`src/rtl/rtc_bus_pkg.sv`:
```
package rtc_bus_pkg;
  localparam int RB_AW = 4;
  localparam int RB_DW = 4;

  localparam logic [RB_AW-1:0] LOC_CTRL   = 4'd0;
  localparam logic [RB_AW-1:0] LOC_TENTHS = 4'd1;
  localparam logic [RB_AW-1:0] LOC_BANK   = 4'd15;

  // Field order follows the data-bit positions of a control write.
  typedef struct packed {
    logic test;
    logic clk_stop;
    logic bank_sel;
    logic tmr_stop;
  } ctrl_t;

  localparam ctrl_t CTRL_RST = '{test: 1'b0, clk_stop: 1'b1, bank_sel: 1'b0, tmr_stop: 1'b1};

  // Bits actually held by each counter location.
  function automatic logic [RB_DW-1:0] impl_mask(input logic [RB_AW-1:0] loc);
    logic [RB_DW-1:0] m;
    case (loc)
      4'd3, 4'd5, 4'd14: m = 4'b0111;
      4'd7, 4'd9:        m = 4'b0011;
      4'd11:             m = 4'b0001;
      4'd0, 4'd15:       m = 4'b0000;
      default:           m = 4'b1111;
    endcase
    return m;
  endfunction
endpackage

```
`src/rtl/rtc_bus_sync.sv`:
```
module rtc_bus_sync #(
  parameter int W = 1,
  parameter int STAGES = 2,
  parameter logic [W-1:0] RST_VAL = '0
) (
  input  logic         clk,
  input  logic         rst_n,
  input  logic [W-1:0] d,
  output logic [W-1:0] q
);
  generate
    if (STAGES < 2) begin : g_one
      logic [W-1:0] r;
      always_ff @(posedge clk or negedge rst_n)
        if (!rst_n) r <= RST_VAL;
        else        r <= d;
      assign q = r;
    end else begin : g_chain
      logic [STAGES*W-1:0] chain;
      always_ff @(posedge clk or negedge rst_n)
        if (!rst_n) chain <= {STAGES{RST_VAL}};
        else        chain <= {chain[(STAGES-1)*W-1:0], d};
      assign q = chain[STAGES*W-1 -: W];
    end
  endgenerate
endmodule

```
`src/rtl/rtc_strobe_decode.sv`:
```
module rtc_strobe_decode #(
  parameter int AW = 4,
  parameter int DW = 4
) (
  input  logic          clk,
  input  logic          rst_n,
  input  logic          cs_s,
  input  logic          rd_s,
  input  logic          wr_s,
  input  logic [AW-1:0] addr_s,
  input  logic [DW-1:0] data_s,
  output logic          wr_commit,
  output logic [AW-1:0] wr_addr,
  output logic [DW-1:0] wr_data,
  output logic          rd_active,
  output logic          ctl_now,
  output logic          ctl_end
);
  logic ws, ws_q, rs_q, ctl_hold;

  assign ws        = !cs_s && !wr_s;
  assign rd_active = !cs_s && !rd_s;

  always_ff @(posedge clk or negedge rst_n) begin
    if (!rst_n) begin
      ws_q     <= 1'b0;
      rs_q     <= 1'b0;
      ctl_hold <= 1'b0;
      wr_addr  <= '0;
      wr_data  <= '0;
    end else begin
      ws_q     <= ws;
      rs_q     <= rd_active;
      ctl_hold <= ctl_now;
      if (ws) begin
        wr_addr <= addr_s;
        wr_data <= data_s;
      end
    end
  end

  // Trailing edge of the write span: values last seen inside it are used.
  assign wr_commit = ws_q && !ws;
  // A read is classed as a control read from its first synchronised clock.
  assign ctl_now   = rd_active && (rs_q ? ctl_hold : (addr_s == '0));
  assign ctl_end   = ctl_hold && !rd_active;
endmodule

```
`src/rtl/rtc_status_flags.sv`:
```
module rtc_status_flags (
  input  logic clk,
  input  logic rst_n,
  input  logic tick,
  input  logic timeout,
  input  logic ctl_now,
  input  logic ctl_end,
  output logic dcf,
  output logic irq_flag
);
  logic irq_pend;

  always_ff @(posedge clk or negedge rst_n) begin
    if (!rst_n) begin
      dcf      <= 1'b0;
      irq_flag <= 1'b0;
      irq_pend <= 1'b0;
    end else if (ctl_end) begin
      dcf      <= 1'b0;
      irq_flag <= irq_pend || timeout;
      irq_pend <= 1'b0;
    end else if (ctl_now) begin
      irq_pend <= irq_pend || timeout;
    end else begin
      dcf      <= dcf || tick;
      irq_flag <= irq_flag || timeout;
    end
  end
endmodule

```
`src/rtl/rtc_bus_if.sv`:
```
module rtc_bus_if
  import rtc_bus_pkg::*;
#(
  parameter int SYNC_STAGES = 2
) (
  input  logic             clk,
  input  logic             rst_n,
  input  logic             bus_cs_n,
  input  logic             bus_rd_n,
  input  logic             bus_wr_n,
  input  logic [RB_AW-1:0] bus_addr,
  input  logic [RB_DW-1:0] bus_wdata,
  output logic [RB_DW-1:0] bus_rdata,
  output logic             bus_rdata_oe,
  output logic             test_mode,
  output logic             clk_stop,
  output logic             bank_sel,
  output logic             tmr_stop,
  input  logic             tick,
  input  logic             timeout,
  output logic             irq_n,
  output logic [RB_AW-1:0] tim_raddr,
  input  logic [RB_DW-1:0] tim_rdata,
  output logic             tim_wr,
  output logic [RB_AW-1:0] tim_waddr,
  output logic [RB_DW-1:0] tim_wdata,
  output logic             set_wr,
  input  logic [RB_DW-1:0] set_rdata,
  output logic             icfg_wr,
  input  logic [RB_DW-1:0] icfg_rdata
);
  localparam int SW = 3 + RB_AW + RB_DW;
  localparam logic [SW-1:0] SYNC_IDLE = {3'b111, {(RB_AW + RB_DW){1'b0}}};

  logic [SW-1:0]    pins_s;
  logic             cs_s, rd_s, wr_s;
  logic [RB_AW-1:0] addr_s;
  logic [RB_DW-1:0] data_s;
  logic             wr_commit, rd_active, ctl_now, ctl_end;
  logic [RB_AW-1:0] wr_addr;
  logic [RB_DW-1:0] wr_data;
  logic             dcf, irq_flag;
  logic [RB_DW-1:0] rd_mux;
  ctrl_t            ctrl;

  rtc_bus_sync #(.W(SW), .STAGES(SYNC_STAGES), .RST_VAL(SYNC_IDLE)) i_sync (
    .clk(clk), .rst_n(rst_n),
    .d({bus_cs_n, bus_rd_n, bus_wr_n, bus_addr, bus_wdata}),
    .q(pins_s)
  );

  assign cs_s   = pins_s[SW-1];
  assign rd_s   = pins_s[SW-2];
  assign wr_s   = pins_s[SW-3];
  assign addr_s = pins_s[RB_AW+RB_DW-1:RB_DW];
  assign data_s = pins_s[RB_DW-1:0];

  rtc_strobe_decode #(.AW(RB_AW), .DW(RB_DW)) i_dec (
    .clk(clk), .rst_n(rst_n),
    .cs_s(cs_s), .rd_s(rd_s), .wr_s(wr_s), .addr_s(addr_s), .data_s(data_s),
    .wr_commit(wr_commit), .wr_addr(wr_addr), .wr_data(wr_data),
    .rd_active(rd_active), .ctl_now(ctl_now), .ctl_end(ctl_end)
  );

  rtc_status_flags i_flags (
    .clk(clk), .rst_n(rst_n), .tick(tick), .timeout(timeout),
    .ctl_now(ctl_now), .ctl_end(ctl_end), .dcf(dcf), .irq_flag(irq_flag)
  );

  // Write routing
  assign tim_wr    = wr_commit && (wr_addr != LOC_CTRL) && (wr_addr != LOC_TENTHS)
                     && (wr_addr != LOC_BANK);
  assign set_wr    = wr_commit && (wr_addr == LOC_BANK) && !ctrl.bank_sel;
  assign icfg_wr   = wr_commit && (wr_addr == LOC_BANK) && ctrl.bank_sel;
  assign tim_waddr = wr_addr;
  assign tim_wdata = wr_data;

  // Control latches
  always_ff @(posedge clk or negedge rst_n) begin
    if (!rst_n)
      ctrl <= CTRL_RST;
    else if (wr_commit && wr_addr == LOC_CTRL)
      ctrl <= ctrl_t'(wr_data);
    else if (icfg_wr && wr_data[2:0] == 3'b000)
      ctrl.tmr_stop <= 1'b1;
  end

  assign test_mode = ctrl.test;
  assign clk_stop  = ctrl.clk_stop;
  assign bank_sel  = ctrl.bank_sel;
  assign tmr_stop  = ctrl.tmr_stop;

  // Read path
  assign tim_raddr = addr_s;

  always_comb begin
    if (addr_s == LOC_CTRL)
      rd_mux = {dcf, 2'b00, irq_flag};
    else if (addr_s == LOC_BANK)
      rd_mux = ctrl.bank_sel ? icfg_rdata : set_rdata;
    else
      rd_mux = tim_rdata & impl_mask(addr_s);
  end

  assign bus_rdata    = rd_active ? rd_mux : '0;
  assign bus_rdata_oe = rd_active;
  assign irq_n        = !irq_flag;
endmodule

```
`config.mk`:
```
export PLATFORM = sky130hd
export DESIGN_NAME = rtc_bus_if
export DESIGN_NICKNAME = d
export VERILOG_FILES = /design/src/rtl/rtc_bus_pkg.sv /design/src/rtl/rtc_bus_sync.sv /design/src/rtl/rtc_strobe_decode.sv /design/src/rtl/rtc_status_flags.sv /design/src/rtl/rtc_bus_if.sv
export SDC_FILE = /design/constraint.sdc
export NUM_CORES = 1
export LEC_CHECK = 0
export ABC_AREA = 1
export BUFFER_PORTS_ARGS = -buffer_cell sky130_fd_sc_hd__buf_2
export CORE_ASPECT_RATIO = 0.7
export CORE_MARGIN = 2
export CORE_UTILIZATION = 50
export DETAILED_ROUTE_END_ITERATION = 7
export GPL_TIMING_DRIVEN = 0
export MAX_ROUTING_LAYER = met4
export PLACE_DENSITY = 0.78
export SLEW_MARGIN = 20
export SYNTH_ARGS = -nofsm -noshare
export SYNTH_HDL_FRONTEND = slang
export SYNTH_HIERARCHICAL = 1
export SYNTH_SLANG_ARGS = --single-unit
```
`constraint.sdc`:
```
create_clock -name clk -period 3.1 [get_ports clk]
set_clock_uncertainty 0.1 [all_clocks]
set_input_delay 0.465 -clock clk [delete_from_list [all_inputs] [get_ports clk]]
set_output_delay 0.465 -clock clk [all_outputs]
set_load 0.01 [all_outputs]
```
# [Word-level counts from Yosys, hierarchy flattened]
# Memory sizes are Yosys's and may differ from the RTL's.
# Index checks and enable logic that the tools add are counted.
[word_totals] regBits=40 rom_bits=64 memories=1
[op_classes] eq_ne=5 n_mux=15 n_bitwise=1 reduce_logical=29
[memory_table] name="(name not given)" words=16 word_bits=4 rd=1 rd_clocked_by_memory_dff=0 wr=0 line_no="rtc_bus_pkg.sv:22" source="case (loc)"
[ops] op="$mux 4" n=6
[ops] op="$logic_and 1x1->1" n=13
[ops] op="$mux 1" n=9
[ops] op="$eq 4x4->1 const B" n=2
[ops] op="$logic_not 4->1" n=2
[ops] op="$logic_not 1->1" n=7
[ops] op="$and 4x4->4" n=1
[ops] op="$ne 4x1->1 const B" n=1
[ops] op="$ne 4x4->1 const B" n=1
[ops] op="$reduce_bool 2->1" n=2
[ops] op="$reduce_bool 4->1" n=1
[ops] op="$logic_not 3->1" n=1
[ops] op="$logic_or 1x1->1" n=3
[ops] op="$ne 2x2->1 const B" n=1

# [Longest topological paths before layout]
# Gate-level depths: netlist of the first run.
[logic_depth] word_depth=9 depth_mapped=10 mapped_depth_nobuf=9

# [Modules after synthesis]
# The synthesis of the first run kept the hierarchy.
[by_module_without_submodules] module="rtc_bus_sync" instances=1 cells_each=33 area_per_inst_um2=640.6 seq_area_each_um2=558.0
[by_module_without_submodules] module="rtc_bus_if" instances=1 cells_each=90 area_per_inst_um2=510.5 seq_area_each_um2=102.6
[by_module_without_submodules] module="rtc_strobe_decode" instances=1 cells_each=50 area_per_inst_um2=469.2 seq_area_each_um2=275.3
[by_module_without_submodules] module="rtc_status_flags" instances=1 cells_each=16 area_per_inst_um2=127.6 seq_area_each_um2=75.1

# [Worst setup path after synthesis of the first run]
# Ideal clock, no wire load.
[synth_timing] kind="register to output" startpoint="register i_sync.g_chain.chain[19]" endpoint="output icfg_wr" t_arrival_ns=1.287 t_required_ns=2.535 slack_ns=1.248 path_stages_with_launch=7 path_buffers=2 cell_sequence="dfstp_2 -> buf_4 -> buf_2 -> nor2_8 -> nor2_1 -> nand2_1 -> nor2_1"
[synth_between] elab_chain_cells=6
[synth_rtl] element="from (decl)" line_no="rtc_bus_sync.sv:19" source="logic [STAGES*W-1:0] chain;"
[synth_rtl] element="from (signal assigned)" line_no="rtc_bus_sync.sv:21" source="if (!rst_n) chain <= {STAGES{RST_VAL}};"
[synth_rtl] element="from (signal assigned)" line_no="rtc_bus_sync.sv:22" source="else chain <= {chain[(STAGES-1)*W-1:0], d};"
[synth_rtl] element="$logic_not 1->1" line_no="rtc_strobe_decode.sv:21" source="assign ws = !cs_s && !wr_s;"
[synth_rtl] element="$logic_and 1x1->1" line_no="rtc_strobe_decode.sv:21"
[synth_rtl] element="net i_dec.ws" line_no="rtc_strobe_decode.sv:19" source="logic ws, ws_q, rs_q, ctl_hold;"
[synth_rtl] element="$logic_not 1->1" line_no="rtc_strobe_decode.sv:43" source="assign wr_commit = ws_q && !ws;"
[synth_rtl] element="$logic_and 1x1->1" line_no="rtc_strobe_decode.sv:43"
[synth_rtl] element="net wr_commit" line_no="rtc_bus_if.sv:39" source="logic wr_commit, rd_active, ctl_now, ctl_end;"
[synth_rtl] element="$logic_and 1x1->1 (2 in a row)" line_no="rtc_bus_if.sv:74" source="assign icfg_wr = wr_commit && (wr_addr == LOC_BANK) && ctrl.bank_sel;"
[synth_rtl] element="to (decl)" line_no="rtc_bus_if.sv:29" source="output logic icfg_wr,"
# The timed path passes the listed nets, and every way through them passes these cells.

# [Final worst setup path of the first run]
# Same ends and word-level chain as after synthesis.

==> results of run 1 <==
-- cell usage in the layout (no fill, tap or decap), types with 2 or more instances in the layout --
cell / Yosys / layout
nor2_4: 3 / 3
inv_1: 20 / 20
clkbuf_8: 0 / 5
buf_6: 2 / 2
nor2_1: 15 / 15
dfrtp_1: 32 / 32
nand3_1: 5 / 5
nand2_1: 62 / 62
dfstp_2: 8 / 8
a21oi_1: 7 / 7
o21ai_0: 12 / 12
buf_4: 11 / 11
ha_1: 2 / 2
buf_2: 1 / 52
-- routing by layer --
metal	up-vias	part of all wire	global-route usage
met5	-	0	-
met3	5	0.072	0.0724
met4	0	0.019	0.101
met1	598	0.45	0.234
li1	686	-	-
met2	43	0.45	0.282
-- path summary, 6_finish.rpt --
path | startpoint | end | slack [ps] | depth (start not counted)
min in group asynchronous | rst_n | i_dec/wr_addr[1]$_DFFE_PN0P_ | 180 | 1
worst max register to register | i_sync/g_chain.chain[19]$_DFF_PN1_ | tmr_stop$_DFFE_PN1P_ | 1280 | 10
worst min-delay path | bus_cs_n | i_sync/g_chain.chain[10]$_DFF_PN1_ | 160 | 1
worst min register to register | i_sync/g_chain.chain[1]$_DFF_PN0_ | i_sync/g_chain.chain[12]$_DFF_PN0_ | 250 | 0
max in group asynchronous | rst_n | i_dec/ctl_hold$_DFF_PN0_ | 2180 | 1
worst max-delay path | i_sync/g_chain.chain[19]$_DFF_PN1_ | icfg_wr | 710 | 7
-- per-stage QoR --
| step | total power [mW] | std cells | utilization |
|---|---|---|---|
| 5_1_grt | 1.26 | 295 | 0.664 |
| 2_1_floorplan | 0.768 | 189 | - |
| 3_5_place_dp | 0.861 | 287 | 0.638 |
| 4_1_cts | 1.20 | 295 | 0.664 |
| 3_3_place_gp | 0.853 | 287 | 0.638 |
| 6_report | 1.18 | 295 | 0.664 |
-- cell families (layout without fill, tap and decap cells) --
family / count (synthesis) / after routing
buffers and inverters: 35 / 94
AO/OA/AOI/OAI: 21 / 21
flip-flops: 40 / 40
AND/OR/NAND/NOR: 91 / 91
adder cells (fa/ha/maj): 2 / 2
-- where the power goes --
group          total [mW]  switching [mW]  internal, mW
sequential          0.614          0.0298         0.584
clock               0.333           0.175         0.157
combinational       0.235           0.135        0.0995
-- worst reg2reg max path, stage by stage (launching register included) --
cell and delay [ps]:
dfstp_2 520, buf_4 90, buf_2 210, nor2_8 70, nor2_1 240, inv_2 80
nor2_4 100, nand3_4 100, nand2_2 70, inv_1 30, a21oi_1 140
-- final cells by class --
class	instances	area share
Clock inverter	2	0.00583
Buffer	14	0.0513
Tap cell	47	0.0274
Multi-Input combinational cell	114	0.255
Clock buffer	6	0.0338
Sequential cell	40	0.471
Inverter	21	0.0367
Timing Repair Buffer	51	0.119
==> metrics.md, run 1 <==
| Metric | Value |
|---|---|
| Status | finished clean |
| Die area | ~4000 um2 |
| Post-Syn Area per Cell | 9.25 um2 |
| Global route overflow | 0 |
| Min Tclk post-route | 2390 ps |
| Final number of setup-violating endpoints | 0 |
| Clock buffer depth | 2 |
| Clock Sinks | 40 |
| GP Congestion | around 0.75 |
| DRC viols | 0 |
| Max Fanout on Critical Path | 10 |
| Slew Viols, Final | 0 |
| Final WL | ~3200 um |
| Post-Synth Simple-Gate Area | 0.237 |
| Seq/Total Area, Yosys | 0.578 |
| Post-synth EDFFs | 0 |
| Clock-pin slew on the worst setup and hold paths | 70 ps |
| CP Cell Sequence | buf_4 -> buf_2 -> nor2_8 -> nor2_1 -> nand2_1 -> nor2_1 -> buf_2 |
| Htree depth | 2 |
| VDD IR-drop max | 0.000370 V |
| Setup bufs post-CTS | 0 |
| Cell with the most instances after synthesis | nand2_1 |
| Largest net degree at the start of global routing | 41 |
| Chip width | 74.7 um |
| Compound-Gate Fraction of Synth Area | 0.0623 |
| Least-Margin Pin Slew | between 800 and 900 ps |
| Setup WS post-layout | 705 ps |
| Pre-CTS setup slack | 1030 ps |
| Slowest stage delay, CP | 520 ps |
| Main combinational cell family by area after synthesis | simple AND/OR/NAND/NOR gates |
| Placed instance area | 2060 um2 |
| RSZ-0062 raised after global routing | false |
| Worst Hold Class | in2reg |
| Most flop-heavy register | i_sync/g_chain.chain |
| Fillers | 283 |
| DR pass1 iterations | 4 |
| Setup crit end kind | output pin |
| Clock root buffer | clkbuf_8 |
| Starting Density | 0.541 |
| FF+latch count, synth | 40 |
| Layout area overhead | 22.8% |
| Area share of the leading cell type in the synthesized netlist | 0.458 |
| PwrDens | between 500 and 600 nW/um2 |
| CP Data Required Time | about 2500 ps |
| Boundary pin count | 52 |
| Critical path arrival | around 1800 ps |
| Achievable Freq | approximately 420 MHz |
| Dpl hpwl | approximately 2300 um |
| Mapped cell area | roughly 1700 um2 |
| Final period utilization | 0.773 |
| Unique masters post-synth | 22 |
| Port Buf Inserts | 51 |
| Top post-synthesis cells by area | dfrtp_1, nand2_1, dfstp_2 |
| Final nets | 276 |
| Total number of vias | 1332 |
| Synth Area in Adders | 0.0143 |
| Async set or reset register ratio after synthesis | 1.00 |
| Skew-Pair Late Insertion Delay | about 290 ps |
| Total track usage | 0.193 |
| DRT iter0 DRCs | 72 |
| CP delay by family, top | simple AND/OR/NAND/NOR gates |
| Vias in the first global route | 1137 |
| Relative slew slack | 0.428 |
| Routed WL per cell | 10.9 um |
| Layout cells sized above 1 | 0.363 |
| Syn_nets | ~220 |
| Chip Height | 53.5 um |
| Core area | approximately 3200 um2 |
| Diode count | 0 |
| Post-synthesis mux area share | 0 |
| First-pass GRT wire length | 5140 um |
| Xor/xnor share of the synthesized area | 0 |
| Max FFs per register | 22 |
| Final instance area | 2150 um2 |
| Max Cap Viol | 0 |
| Floorplan row count | 17 |
| Initial antenna violation count | 0 |
| Via density | 4.52 |
| Largest regs | i_sync/g_chain.chain (22), i_dec/wr_addr (4), i_dec/wr_data (4) |
| WP buf/inv | 3 |
| Syn. warnings | 6 |
| Post-DRT Antenna Nets | 0 |
| Final hold vios | 0 |
| Sequential cell area | 1010 um2 |
| Crit path max-delay cell type | dfstp_2 |
| CTS tree | built |
| Leak | approximately 1.2 nW |
| Post-Syn Instances | 189 |
| Hold_ws | 164 ps |
| Commonest cells post-synth | nand2_1, dfrtp_1, inv_1 |
| Total CTS buffers | 5 |
| Cts hold-fix bufs | 0 |
| CTS resizes | 0 |
| Area taken by multi-input logic gates | between 500 and 600 um2 |
| Crit path launch type | flip-flop |
| Cell accounting for the most synthesized area | dfrtp_1 |
| Worst setup path class | reg2out |
| Total Neg Setup Slack | 0 ps |
| Ys flop type | dfrtp_1 |
Power figures use the tool's default switching activity.
==> run 2: changes to the inputs <==
Settings changed: ABC_AREA 1 to 0.
Clock period 3.1 ns to 2.3 ns, I/O delays scaled along.
==> run 2 against run 1 <==
Compared with the run above:
- first-iteration DRC count rose by 4.2%
- critical path type unchanged
- sequential share of layout area rose by 0.64 points
- largest cell class unchanged
- cell area fell by 1.3%
- sequential power rose by 39%
- sequential cell count did not move
- core utilization rose by 0.88 points
- worst setup slack got worse by 680 ps
- routed wire length rose by 4.6%
==> metrics.md, run 2 <==
| Metric | Value |
|---|---|
| Vias in the first global route | ~1200 |
| WP buf/inv | 3 |
| CP Data Required Time | 1860 ps |
| Starting Density | 0.524 |
| Slack of the worst reg-to-reg path | 250 ps |
| Top post-synthesis cells by area | dfrtp_1, dfstp_2, mux2_4 |
| Final period utilization | 0.990 |
| Skew-Pair Late Insertion Delay | 280 ps |
| Seq/Total Area, Yosys | 0.613 |
| Critical path arrival | 1830 ps |
| Largest net degree at the start of global routing | 41 |
| Dpl hpwl | between 2000 and 2500 um |
| Cts hold-fix bufs | 0 |
| PwrDens | 771 nW/um2 |
| CP delay by family, top | compound AO/OA/AOI/OAI gates |
| Max Cap Viol | 0 |
| Met2 GRT Util | 0.326 |
| Total number of vias | 1179 |
| Clock share of power | 0.266 |
| Total CTS buffers | 5 |
| Boundary pin count | 52 |
| Post-synth EDFFs | 0 |
| Layout area overhead | 28.5% |
| FF+latch count, synth | 40 |
| DR pass1 iterations | 4 |
| Achievable Freq | 439 MHz |
| Final nets | 219 |
| Chip Height | 52.1 um |
| Max Fanout on Critical Path | 4 |
| Async set or reset register ratio after synthesis | 1.00 |
| Post-Syn Instances | 127 |
| Commonest cells post-synth | dfrtp_1, nor2_1, buf_4, mux2_4 |
| Routed WL per cell | between 10 and 15 um |
| GRT busiest layer | met2 |
| Syn. warnings | 6 |
| Initial antenna violation count | 0 |
| Htree depth | 2 |
| Ys flop type | dfrtp_1 |
| Core area | 3150 um2 |
| First-pass GRT wire length | just over 5000 um |
| Die area | roughly 3800 um2 |
| CP Cell Sequence | buf_6 -> inv_4 -> ha_4 -> nor2b_4 -> a211oi_2 -> o32a_1 -> o22ai_2 -> buf_2 |
| Post-DRT Antenna Nets | 0 |
| Port Buf Inserts | 51 |
| Clock Sinks | 40 |
| Syn_nets | 156 |
| Crit path max-delay cell type | dfrtp_1 |
| VDD IR-drop max | slightly above 0.0005 V |
| CTS tree | built |
| Critical Path End | bus_rdata[3] |
| Setup crit end kind | output pin |
| Reg-to-reg endpoint | test_mode$_DFFE_PN0P_ |
| Layout Cells excl Fill | between 200 and 250 |
| Commonest non-fill, non-tap cell in the layout | buf_2 |
| Global route overflow | 0 |
| GP Congestion | about 0.78 |
| Crit path launch type | flip-flop |
| Relative slew slack | 0.444 |
| Total track usage | 0.195 |
| Switching Share | 0.271 |
| Max FFs per register | 22 |
| Area share of the leading cell type in the synthesized netlist | 0.486 |
| R2R cell count | 6 |
| Fillers | 229 |
| Floorplan row count | 17 |
| Leak | 1.08 nW |
| Post-Syn Area per Cell | approximately 13 um2 |
| Layout cells sized above 1 | 0.539 |
| DRC viols | 0 |
| Combinational share of power | 0.212 |
| DRT iter0 DRCs | between 70 and 80 |
| Final hold vios | 0 |
| CP startpoint | i_sync/g_chain.chain[15]$_DFF_PN0_ |
| Slowest stage delay, CP | 350 ps |
| Cell accounting for the most synthesized area | dfrtp_1 |
| Slew Viols, Final | 0 |
| Met1 Use GR | 0.217 |
| Diode count | 0 |
| Final WL | 3350 um |
| Mapped cell area | 1650 um2 |
| Min Tclk post-route | approximately 2300 ps |
| Placed cell count | 216 |
| Status | finished clean |
| Chip width | 72.6 um |
| Number of cells on the critical path | 8 |
| Clock-pin slew on the worst setup and hold paths | 70 ps |
| Most flop-heavy register | i_sync/g_chain.chain |
| Sw Pwr | 442 uW |
| Unique masters post-synth | 30 |
| Hold_ws | 54.8 ps |
| Seq pwr share | 0.522 |
| Least-Margin Pin Slew | 834 ps |
| Sequential cell area | about 1000 um2 |
| Cell with the most instances after synthesis | dfrtp_1 |
| Area taken by multi-input logic gates | 556 um2 |
| RSZ-0062 raised after global routing | true |
| Worst Hold Class | in2reg |
| Via density | 5.15 |
| Reg2Reg Launch Point | i_sync/g_chain.chain[21]$_DFF_PN1_ |
| Final number of setup-violating endpoints | 0 |
| Pint | approximately 1.2 mW |
| Commonest cells after routing, fill and taps aside | buf_2, dfrtp_1, buf_4 |
| Largest regs | i_sync/g_chain.chain (22), i_dec/wr_addr (4), i_dec/wr_data (4) |
| Worst setup path class | reg2out |
| Clock buffer depth | 2 |
| Met3 usage | 0.0678 |
| Clock root buffer | clkbuf_8 |
-- run 2: layer usage --
metal  vias to the layer above  share of wire
li1                        543              -
met1                       582           0.41
met2                        44           0.52
met3                        10          0.055
met4                         0          0.019
met5                         -              0
-- run 2: logic make-up (layout without fill, tap and decap cells) --
group,count (synthesis),count (layout),share of synthesized area
DFF,40,40,0.613
muxes,15,15,0.124
AOI/OAI and AO/OA,16,16,0.0599
and+or+nand+nor,36,36,0.117
buffers and inverters,18,82,0.0706
adders and majority gates,2,2,0.0152
-- run 2: power by group through the flow --
| stage | clock [mW] | combinational [mW] | sequential, mW |
|---|---|---|---|
| 6_report | 0.435 | 0.346 | 0.853 |
| 5_1_grt | 0.495 | 0.373 | 0.861 |
| 4_1_cts | 0.449 | 0.338 | 0.851 |
| 3_5_place_dp | 0 | 0.329 | 0.862 |
| 3_3_place_gp | 0 | 0.314 | 0.854 |
| 2_1_floorplan | 0 | 0.178 | 0.876 |
-- run 2: how the worst min path moves through the flow --
| stage | from | end | slack, ps | cells past startpoint |
|---|---|---|---|---|
| 2_1_floorplan | rst_n | bank_sel$_DFFE_PN0P_ | -50 | 0 |
| 3_3_place_gp | i_sync/g_chain.chain[0]$_DFF_PN0_ | i_sync/g_chain.chain[11]$_DFF_PN0_ | 230 | 0 |
| 3_5_place_dp | i_sync/g_chain.chain[1]$_DFF_PN0_ | i_sync/g_chain.chain[12]$_DFF_PN0_ | 230 | 0 |
| 4_1_cts | bus_rd_n | i_sync/g_chain.chain[9]$_DFF_PN1_ | 40 | 1 |
| 5_1_grt | bus_cs_n | i_sync/g_chain.chain[10]$_DFF_PN1_ | 30 | 1 |
| 6_report | bus_rd_n | i_sync/g_chain.chain[9]$_DFF_PN1_ | 50 | 1 |
-- run 2: layout make-up --
cell class	count	share of cell area
Buffer	13	0.0496
Clock buffer	6	0.0343
Clock inverter	2	0.00591
Inverter	5	0.0100
Multi-Input combinational cell	69	0.262
Sequential cell	40	0.477
Tap cell	38	0.0224
Timing Repair Buffer	56	0.138
-- run 2: per-stage QoR --
step           total power, mW  cell area, um2  utilization  setup slack (ps)  setup TNS [ps]
6_report                  1.63            2120        0.673              24.1               0
5_1_grt                   1.73            2120        0.673             -38.6           -38.6
4_1_cts                   1.64            2070        0.659             -12.4           -12.4
3_5_place_dp              1.19            1950        0.620               250               0
3_3_place_gp              1.17            1950        0.620               333               0
2_1_floorplan             1.05            1650            -               404               0
-- run 2: worst reg2reg max path: stages, from the launching register on --
cell     delay, ps
dfstp_2        520
buf_4          140
nor2_8          70
nor2b_1        260
or3b_1         410
buf_6          150
mux2_4         290
-- run 2: repair_timing --
| item | 4_1_cts | 5_1_grt |
|---|---|---|
| setup buffers | 4 | 1 |
| pin swaps | 4 | 2 |
| endpoints found under the setup margin | 1 | 2 |
| endpoints found under the hold margin | 0 | 0 |
| resized for setup | 4 | 7 |
==> run 3: changes to the inputs <==
Settings changed: BUFFER_PORTS_ARGS -buffer_cell sky130_fd_sc_hd__buf_2 to -buffer_cell sky130_fd_sc_hd__buf_4.
==> run 3 against run 2 <==
Compared with the run above:
- clock power shrank 0.9%
- worst hold slack gained 6.3 ps
- count of clock-buffer cells in the layout grew 1
- sequential cell count is the same
- via count shrank 3.2%
- cell area grew 7.4%
- non-clock buffer count grew 3
- register-to-register slack gained 70 ps
- critical endpoint unchanged
- routed wire length shrank 2.4%
- largest cell class unchanged
==> metrics.md, run 3 (synthesis results as in run 2) <==
| Metric | Value |
|---|---|
| Status | finished clean |
| Reg-to-reg endpoint | bank_sel$_DFFE_PN0P_ |
| Core area | 3150 um2 |
| Achievable Freq | 439 MHz |
| CP Data Required Time | 1860 ps |
| Commonest cells after routing, fill and taps aside | buf_4, dfrtp_1, nor2_1 |
| Relative slew slack | 0.684 |
| Area taken by multi-input logic gates | between 500 and 600 um2 |
| Crit path launch type | flip-flop |
| Routed WL per cell | 14.1 um |
| Largest regs | i_sync/g_chain.chain (22), i_dec/wr_addr (4), i_dec/wr_data (4) |
| Skew-Pair Late Insertion Delay | 280 ps |
| Via density | 4.92 |
| Clock Sinks | 40 |
| PwrDens | about 740 nW/um2 |
| DR pass1 iterations | 4 |
| Max FFs per register | 22 |
| Largest net degree at the start of global routing | a little over 40 |
| Boundary pin count | 52 |
| Core Util, Final | 0.723 |
| CTS tree | built |
| Post-DRT Antenna Nets | 0 |
| First-pass GRT wire length | 5440 um |
| Port Buf Inserts | around 50 |
| Layout area overhead | 37.9% |
| Final nets | around 220 |
| Slew Viols, Final | 0 |
| Total track usage | 0.206 |
| Total CTS buffers | 5 |
| VDD IR-drop max | 0.000494 V |
| Clock-pin slew on the worst setup and hold paths | 70 ps |
| Htree depth | 2 |
| Initial antenna violation count | 0 |
| Hold depth | 1 |
| Final hold vios | 0 |
| Min Tclk post-route | approximately 2300 ps |
| Commonest non-fill, non-tap cell in the layout | buf_4 |
| Starting Density | 0.524 |
| Chip Height | 52.1 um |
| Die area | 3780 um2 |
| R2R cell count | 6 |
| Global route overflow | 0 |
| Dpl hpwl | 2230 um |
| Final period utilization | 0.991 |
| Floorplan row count | 17 |
| Diode count | 0 |
| DRT iter0 DRCs | 49 |
| Critical path arrival | 1830 ps |
| Layout cells sized above 1 | 0.536 |
| Placed cell count | about 220 |
| GP Congestion | 0.823 |
| Min-Delay Endpoint | i_sync/g_chain.chain[8]$_DFF_PN1_ |
| Total number of vias | 1141 |
| Vias in the first global route | 1158 |
| RSZ-0062 raised after global routing | true |
| Clock root buffer | clkbuf_8 |
| DRC viols | 0 |
| Sequential cell area | 1010 um2 |
| Slack of the worst reg-to-reg path | 320 ps |
| Clock buffer depth | 2 |
| Final number of setup-violating endpoints | 0 |
| Layout Cells excl Fill | ~230 |
| Leak | 1.13 nW |
| Reg2Reg Launch Point | i_sync/g_chain.chain[21]$_DFF_PN1_ |
| Worst setup path class | reg2out |
| Max Cap Viol | 0 |
| Setup crit end kind | output pin |
| Least-Margin Pin Slew | 474 ps |
| Max Fanout on Critical Path | 4 |
| Most flop-heavy register | i_sync/g_chain.chain |
| Fillers | 230 |
| Chip width | 72.6 um |
| Min-delay src | bus_wr_n |
| Worst Hold Class | in2reg |
| Final WL | around 3300 um |
-- run 3: worst max path at each step --
stage,start,end,depth (start not counted)
after CTS,i_sync/g_chain.chain[15]$_DFF_PN0_,bus_rdata[3],8
after floorplan,i_sync/g_chain.chain[15]$_DFF_PN0_,bus_rdata[3],7
after global placement,i_sync/g_chain.chain[15]$_DFF_PN0_,bus_rdata[3],8
after detailed placement,i_sync/g_chain.chain[15]$_DFF_PN0_,bus_rdata[3],8
after global routing,i_sync/g_chain.chain[15]$_DFF_PN0_,bus_rdata[3],8
final,i_sync/g_chain.chain[15]$_DFF_PN0_,bus_rdata[3],8
-- run 3: area by class of cell --
class                           instances  area share
Sequential cell                        40       0.444
Multi-Input combinational cell         69       0.248
Timing Repair Buffer                   59       0.196
Buffer                                 13      0.0462
Clock buffer                            7      0.0336
Tap cell                               38      0.0209
Inverter                                5     0.00935
Clock inverter                          1     0.00220
-- run 3: worst max-delay path, cell delays in order, from the launching register on --
cell and delay, ps:
dfrtp_1 370, buf_6 130, buf_4 140, ha_4 160, nor2_1 90, a21oi_1 70, o32a_1 290, o22ai_1 150
buf_4 150
-- run 3: timing repair --
| item | in CTS | in global routing |
|---|---|---|
| hold endpoints to repair | 32 | 0 |
| resized for setup | 7 | 6 |
| endpoints found under the setup margin | 1 | 2 |
| buffers inserted | 6 | 1 |
| hold buffers | 1 | 0 |
| pin swaps | 3 | 5 |
-- run 3: per-stage QoR --
stage               hold slack (ps)  setup TNS (ps)  setup WS (ps)  total power, mW  instance area, um2
floorplan                     -50.6               0            404             1.05                1650
global placement                231               0            327             1.22                2080
detailed placement              235               0            248             1.24                2080
CTS                            51.0               0           2.15             1.69                2240
global route                   41.2           -54.0          -54.0             1.77                2270
finish                         61.1               0           21.0             1.68                2270
-- run 3: per-layer routing --
layer	share of wire	routed length, um	vias to the layer above	track usage
met4	0.025	81	0	0.0957
met2	0.48	1570	48	0.321
li1	-	-	546	-
met5	0	0	-	-
met3	0.074	242	10	0.0756
met1	0.42	1370	537	0.240
-- run 3: power by group --
part / leakage, nW / internal (mW) / switching, mW
logic: 0.630 / 0.230 / 0.162
registers: 0.460 / 0.798 / 0.0554
clock network: 0.0422 / 0.212 / 0.219
